==> src/rtl/mmap_flash_rd_pkg.sv <==
package mmap_flash_rd_pkg;

  typedef enum logic [2:0] {
    PH_IDLE,
    PH_CMD,
    PH_ADDR,
    PH_DUMMY,
    PH_DATA,
    PH_DONE
  } phase_e;

  // upper half of the template word
  typedef struct packed {
    logic [7:0] opcode;
    logic [2:0] frame_fmt;
    logic [1:0] field_fmt;
    logic [2:0] dummy_bytes;
  } tmpl_t;

  localparam logic [2:0] FF_MIN = 3'd2;
  localparam logic [2:0] FF_MAX = 3'd5;

  function automatic logic tmpl_ok(logic [31:0] w);
    return (w[23:21] >= FF_MIN) && (w[23:21] <= FF_MAX) &&
           !w[20] && (w[15:0] == 16'h0000);
  endfunction

endpackage

==> src/rtl/mfr_tmpl_reg.sv <==
module mfr_tmpl_reg
  import mmap_flash_rd_pkg::*;
(
  input  logic        clk_i,
  input  logic        rst_ni,
  input  logic        we_i,
  input  logic [31:0] wdata_i,
  input  logic        reset_req_i,
  output tmpl_t       tmpl_o,
  output logic        mcinit_o
);

  tmpl_t tmpl_q;
  logic  mcinit_q;

  always_ff @(posedge clk_i or negedge rst_ni) begin
    if (!rst_ni) begin
      tmpl_q   <= '0;
      mcinit_q <= 1'b0;
    end else if (reset_req_i) begin
      tmpl_q   <= '0;
      mcinit_q <= 1'b0;
    end else if (we_i && !mcinit_q && tmpl_ok(wdata_i)) begin
      tmpl_q   <= tmpl_t'(wdata_i[31:16]);
      mcinit_q <= 1'b1;
    end
  end

  assign tmpl_o   = tmpl_q;
  assign mcinit_o = mcinit_q;

endmodule

==> src/rtl/mfr_frame_seq.sv <==
module mfr_frame_seq
  import mmap_flash_rd_pkg::*;
#(
  parameter int unsigned WIDE_LANES = 4
) (
  input  logic       clk_i,
  input  logic       rst_ni,
  input  logic       start_i,
  input  logic       abort_i,
  input  logic [2:0] nab_i,
  input  logic [2:0] dummy_i,
  input  logic       wide_i,
  output phase_e     phase_o,
  output logic       slot_end_o,
  output logic       sck_o,
  output logic       cs_no,
  output logic       done_o
);

  localparam int unsigned CNT_W     = $clog2(64);
  localparam int unsigned WIDE_CLKS = 32 / WIDE_LANES;

  phase_e           ph_q, ph_nxt;
  logic [CNT_W-1:0] cnt_q, len_nxt;
  logic             half_q;

  always_comb begin
    ph_nxt  = PH_DONE;
    len_nxt = CNT_W'(1);
    unique case (ph_q)
      PH_CMD: begin
        ph_nxt  = PH_ADDR;
        len_nxt = {nab_i, 3'b000};
      end
      PH_ADDR: begin
        if (dummy_i != 3'd0) begin
          ph_nxt  = PH_DUMMY;
          len_nxt = {dummy_i, 3'b000};
        end else begin
          ph_nxt  = PH_DATA;
          len_nxt = wide_i ? CNT_W'(WIDE_CLKS) : CNT_W'(32);
        end
      end
      PH_DUMMY: begin
        ph_nxt  = PH_DATA;
        len_nxt = wide_i ? CNT_W'(WIDE_CLKS) : CNT_W'(32);
      end
      default: begin
        ph_nxt  = PH_DONE;
        len_nxt = CNT_W'(1);
      end
    endcase
  end

  always_ff @(posedge clk_i or negedge rst_ni) begin
    if (!rst_ni) begin
      ph_q   <= PH_IDLE;
      cnt_q  <= '0;
      half_q <= 1'b0;
    end else if (abort_i) begin
      ph_q   <= PH_IDLE;
      cnt_q  <= '0;
      half_q <= 1'b0;
    end else begin
      unique case (ph_q)
        PH_IDLE: begin
          if (start_i) begin
            ph_q   <= PH_CMD;
            cnt_q  <= CNT_W'(7);
            half_q <= 1'b0;
          end
        end
        PH_DONE: ph_q <= PH_IDLE;
        default: begin
          half_q <= ~half_q;
          if (half_q) begin
            if (cnt_q == '0) begin
              ph_q  <= ph_nxt;
              cnt_q <= len_nxt - CNT_W'(1);
            end else begin
              cnt_q <= cnt_q - CNT_W'(1);
            end
          end
        end
      endcase
    end
  end

  assign phase_o    = ph_q;
  assign slot_end_o = half_q;
  assign sck_o      = half_q;
  assign cs_no      = (ph_q == PH_IDLE) || (ph_q == PH_DONE);
  assign done_o     = (ph_q == PH_DONE);

endmodule

==> src/rtl/mfr_shift_path.sv <==
module mfr_shift_path
  import mmap_flash_rd_pkg::*;
#(
  parameter int unsigned WIN_AW     = 24,
  parameter int unsigned WIDE_LANES = 4
) (
  input  logic              clk_i,
  input  logic              rst_ni,
  input  logic              load_i,
  input  logic [7:0]        opcode_i,
  input  logic [WIN_AW-1:0] addr_i,
  input  logic [2:0]        nab_i,
  input  logic              wide_i,
  input  phase_e            phase_i,
  input  logic              slot_end_i,
  input  logic [3:0]        io_i,
  output logic [3:0]        io_o,
  output logic [3:0]        io_oe_o,
  output logic [31:0]       rx_o
);

  localparam int unsigned TX_W = 40;

  logic [TX_W-1:0] tx_q;
  logic [31:0]     rx_q, rx_ser, rx_wide;
  logic [31:0]     addr32, addr_al;
  logic            drive;

  assign addr32  = 32'(addr_i);
  assign addr_al = addr32 << {(3'd4 - nab_i), 3'b000};
  assign drive   = (phase_i == PH_CMD) || (phase_i == PH_ADDR);

  always_ff @(posedge clk_i or negedge rst_ni) begin
    if (!rst_ni) begin
      tx_q <= '0;
    end else if (load_i) begin
      tx_q <= {opcode_i, addr_al};
    end else if (slot_end_i && drive) begin
      tx_q <= {tx_q[TX_W-2:0], 1'b0};
    end
  end

  assign rx_ser  = {rx_q[30:0], io_i[1]};
  assign rx_wide = {rx_q[31-WIDE_LANES:0], io_i[WIDE_LANES-1:0]};

  always_ff @(posedge clk_i or negedge rst_ni) begin
    if (!rst_ni) begin
      rx_q <= '0;
    end else if (slot_end_i && (phase_i == PH_DATA)) begin
      rx_q <= wide_i ? rx_wide : rx_ser;
    end
  end

  assign io_o[0]    = tx_q[TX_W-1];
  assign io_oe_o[0] = drive;

  // upper lanes are inputs only in this engine
  for (genvar l = 1; l < 4; l++) begin : g_lane_in
    assign io_o[l]    = 1'b0;
    assign io_oe_o[l] = 1'b0;
  end

  assign rx_o = rx_q;

endmodule

==> src/rtl/mmap_flash_rd.sv <==
module mmap_flash_rd
  import mmap_flash_rd_pkg::*;
#(
  parameter int unsigned WIN_AW     = 24,
  parameter int unsigned WIDE_LANES = 4
) (
  input  logic              clk_i,
  input  logic              rst_ni,
  input  logic              mcmd_we_i,
  input  logic [31:0]       mcmd_wdata_i,
  input  logic              reset_req_i,
  input  logic              req_valid_i,
  input  logic [WIN_AW-1:0] req_addr_i,
  output logic              req_ready_o,
  output logic              rsp_valid_o,
  input  logic              rsp_ready_i,
  output logic [31:0]       rsp_data_o,
  output logic              mcinit_o,
  output logic              sck_o,
  output logic              cs_no,
  input  logic [3:0]        io_i,
  output logic [3:0]        io_o,
  output logic [3:0]        io_oe_o
);

  localparam int unsigned NBYTES = 4;

  tmpl_t       tmpl;
  logic        mcinit;
  phase_e      phase;
  logic        slot_end, done, start, wide;
  logic [2:0]  nab;
  logic [31:0] rx, rx_le, data_q;
  logic        rsp_q;

  mfr_tmpl_reg u_tmpl (
    .clk_i       (clk_i),
    .rst_ni      (rst_ni),
    .we_i        (mcmd_we_i),
    .wdata_i     (mcmd_wdata_i),
    .reset_req_i (reset_req_i),
    .tmpl_o      (tmpl),
    .mcinit_o    (mcinit)
  );

  assign nab  = tmpl.frame_fmt - 3'd1;
  assign wide = tmpl.field_fmt[0];

  assign req_ready_o = mcinit && (phase == PH_IDLE) && !rsp_q;
  assign start       = req_valid_i && req_ready_o && !reset_req_i;

  mfr_frame_seq #(.WIDE_LANES(WIDE_LANES)) u_seq (
    .clk_i      (clk_i),
    .rst_ni     (rst_ni),
    .start_i    (start),
    .abort_i    (reset_req_i),
    .nab_i      (nab),
    .dummy_i    (tmpl.dummy_bytes),
    .wide_i     (wide),
    .phase_o    (phase),
    .slot_end_o (slot_end),
    .sck_o      (sck_o),
    .cs_no      (cs_no),
    .done_o     (done)
  );

  mfr_shift_path #(.WIN_AW(WIN_AW), .WIDE_LANES(WIDE_LANES)) u_shift (
    .clk_i      (clk_i),
    .rst_ni     (rst_ni),
    .load_i     (start),
    .opcode_i   (tmpl.opcode),
    .addr_i     (req_addr_i),
    .nab_i      (nab),
    .wide_i     (wide),
    .phase_i    (phase),
    .slot_end_i (slot_end),
    .io_i       (io_i),
    .io_o       (io_o),
    .io_oe_o    (io_oe_o),
    .rx_o       (rx)
  );

  // first received byte is the lowest address
  for (genvar b = 0; b < NBYTES; b++) begin : g_le
    assign rx_le[8*b +: 8] = rx[8*(NBYTES-1-b) +: 8];
  end

  always_ff @(posedge clk_i or negedge rst_ni) begin
    if (!rst_ni) begin
      rsp_q  <= 1'b0;
      data_q <= '0;
    end else if (reset_req_i) begin
      rsp_q  <= 1'b0;
    end else if (done) begin
      rsp_q  <= 1'b1;
      data_q <= rx_le;
    end else if (rsp_q && rsp_ready_i) begin
      rsp_q  <= 1'b0;
    end
  end

  assign rsp_valid_o = rsp_q;
  assign rsp_data_o  = data_q;
  assign mcinit_o    = mcinit;

endmodule

==> config.mk <==
export PLATFORM = sky130hd
export DESIGN_NAME = mmap_flash_rd
export DESIGN_NICKNAME = d
export VERILOG_FILES = /design/src/rtl/mmap_flash_rd_pkg.sv /design/src/rtl/mfr_tmpl_reg.sv /design/src/rtl/mfr_frame_seq.sv /design/src/rtl/mfr_shift_path.sv /design/src/rtl/mmap_flash_rd.sv
export SDC_FILE = /design/constraint.sdc
export NUM_CORES = 1
export LEC_CHECK = 0
export BUFFER_PORTS_ARGS = -buffer_cell sky130_fd_sc_hd__buf_4
export CAP_MARGIN = 20
export CORE_MARGIN = 10
export CORE_UTILIZATION = 45
export CTS_CLUSTER_DIAMETER = 100
export DETAILED_ROUTE_END_ITERATION = 8
export PLACE_DENSITY = 0.66
export SYNTH_ARGS = -nofsm -noshare
export SYNTH_HDL_FRONTEND = slang
export SYNTH_HIERARCHICAL = 1
export SYNTH_SLANG_ARGS = --single-unit
==> constraint.sdc <==
create_clock -name clk_i -period 3.33 [get_ports clk_i]
set_input_delay 0.333 -clock clk_i [delete_from_list [all_inputs] [get_ports clk_i]]
set_output_delay 0.333 -clock clk_i [all_outputs]
set_load 0.02 [all_outputs]
==> flow_metrics.tcl <==
set metrics [dict create \
    outcome "completed" \
    die_w_um 145 \
    r2r_cells 7 \
    post_cts_buffers 0 \
    cap_violations 0 \
    path_clk_slew_ns 0.06 \
    final_layout_size_suffix_gt1_share_pct 26.3 \
    hold_viol_final 0 \
    place_congestion 0.890 \
    yosysWarnings 6 \
    switching_share_pct 29.8 \
    cts-root-buf "clkbuf_16" \
    avgRoutedWirePerCell_um 16.1 \
    num_rows 45 \
    arrival_ns 3.05 \
    p_seq_share_pct 40.1 \
    grt_pass1_wl_mm 26.7 \
    crit_path_end_kind "flip-flop" \
    maxSlewViolCount 0 \
    p_switching_uw 1580 \
    rsz0062_at_grt "false" \
    drtPass1Iterations 5 \
    grt_pass1_vias 5302 \
    grt_usage_pct 14.9 \
    max-slew-margin-rel_pct 31.9 \
    synthToLayoutAreaGrowth_pct 20.9 \
    report.power.total_uw 5290 \
    p_comb_share_pct 21.7 \
    drt_iter0_markers 430 \
    route.detailed.drc 0 \
    hpwl_mm 10.7 \
    antenna_found_initial 0 \
    ant_nets 0 \
    die_height_um 145 \
    fin_area_sq_mm 0.00856 \
    grt-ovfl-total 0 \
    post_dp_cell_area_sq_mm 0.00789 \
    numPortBuffers 104 \
    worstMarginPinSlew_ns 1.02 \
    grt_max_degree 73 \
    via_per_inst 5.31 \
    path_class "reg -> reg" \
    start_util_pct 46.2 \
    clock_latency_ns 0.42 \
    die-area_sq_mm 0.0211 \
    core_sq_mm 0.0153 \
    hold_buffers 0 \
    cts-htree-levels 4 \
    critPathLaunchType "flip-flop" \
    pwr-share-clk_pct 38.2 \
    tritoncts "yes" \
    io_pins 111 \
    ctsResizeCount 0 \
    p_per_area_mw_per_mm2 619 \
    syn_area_per_cell_sq_um 10.6 \
    finalSetupViolations 0 \
    fin_tns_setup_ns 0 \
    hold_class "in -> async" \
    numCtsBuffers 17 \
    vias 5172 \
    cts.path.max_buffers 2 \
    irDropWorstVdd_mv 0.434 \
    finalWirelength_mm 15.6 \
    internal_power_uw 3720 \
    netlist_area_sq_mm 0.00708 \
    nNetsFinal 819 \
    fmax_ghz 0.371 \
    period_needed_ns 2.69 \
    post-place-ws_ns 0.660 \
    synthCells 666 \
    crit_required_ns 3.68 \
    fill_cells 1369 \
    p_leak_uw 0.00381 \
    path_max_fanout 41 \
    timing.final.crit_share_pct 80.9 \
    fin_skew_ns 0.00786 \
    n_antenna_cell 0 \
    clock-sinks 131 \
    timing.final.ws_setup_ns 0.636 \
]
-- per-stage QoR --
stage / cells / utilization [%] / hold slack [ns]
finish: 974 / 55.9 / 0.0686
global route: 974 / 55.9 / 0.156
CTS: 973 / 55.7 / 0.107
detailed placement: 941 / 51.5 / 0.482
global placement: 941 / 51.5 / 0.474
floorplan: 671 / - / 0.0374
-- final cells by class --
cell class                 count  area (sq um)  area share, %
sequential                   131          3280           38.3
clock inverter                15           218           2.54
multi-input combinational    459          3380           39.5
inverter                      26          97.6           1.14
clock buffer                  17           425           4.97
tap                          211           264           3.09
timing repair buffer         115           896           10.5
-- metal layers --
metal	GRT usage, %	wire length (um)
met1	19.0	7040
met2	23.6	7490
met3	5.06	929
met4	4.20	180
met5	0	0
-- final timing paths --
check / endpoint / slack, ns / start
setup / recovery: u_shift/tx_q[5]$_DFFE_PN0P_ / 0.64 / u_seq/phase_o[1]$_DFFE_PN0P_
hold / removal: u_shift/tx_q[20]$_DFFE_PN0P_ / 0.07 / rst_ni
setup reg to reg: u_shift/tx_q[5]$_DFFE_PN0P_ / 0.64 / u_seq/phase_o[1]$_DFFE_PN0P_
hold reg to reg: u_shift/tx_q[14]$_DFFE_PN0P_ / 0.49 / u_shift/tx_q[14]$_DFFE_PN0P_
max in group asynchronous: u_shift/rx_o[4]$_DFFE_PN0P_ / 2.44 / rst_ni
min in group clk_i: u_tmpl/tmpl_o[8]$_DFFE_PN0P_ / 0.18 / mcmd_wdata_i[24]
-- placed cells by master (no fill, tap or decap), types with 7 or more instances in the layout --
cell type / count
dfrtp_1: 130
buf_4: 113
mux2i_1: 70
a21oi_1: 68
nor2_1: 66
nand2b_1: 40
mux2_4: 31
inv_1: 25
clkbuf_16: 17
nor2b_1: 15
nand2_1: 13
o21ai_1: 12
a31oi_1: 10
o21a_1: 10
o22a_1: 10
nor3_1: 9
o21ai_0: 9
nor3b_1: 9
o221ai_1: 8
o2bb2ai_1: 7
-- worst max-delay path, stage by stage, from the launching register on --
cell     delay [ns]
dfrtp_1        0.38
or3_1          0.43
nor4b_4        0.38
buf_4          0.49
and2b_1        0.23
nand2_2        0.21
nor3b_1        0.30
o22a_1         0.18
-- power groups by stage --
| stage | clock network [uW] | registers (uW) | logic, uW |
|---|---|---|---|
| global route | 2140 | 2170 | 1300 |
| detailed placement | 0 | 2140 | 1140 |
| global placement | 0 | 2140 | 1100 |
| floorplan | 0 | 2100 | 847 |
| finish | 2020 | 2120 | 1150 |
| CTS | 2060 | 2120 | 1150 |
-- sequential cells by signal (all words and copies together), names as in the netlist --
signal / cells
u_shift/tx_q: 40
u_seq/sck_o: 1
u_shift/rx_o: 32
u_seq/cnt_q: 6
rsp_data_o: 32
u_tmpl/tmpl_o: 15
u_tmpl/mcinit_o: 1
u_seq/phase_o: 3
rsp_valid_o: 1
Note: power is estimated with default switching activity, not from simulation.
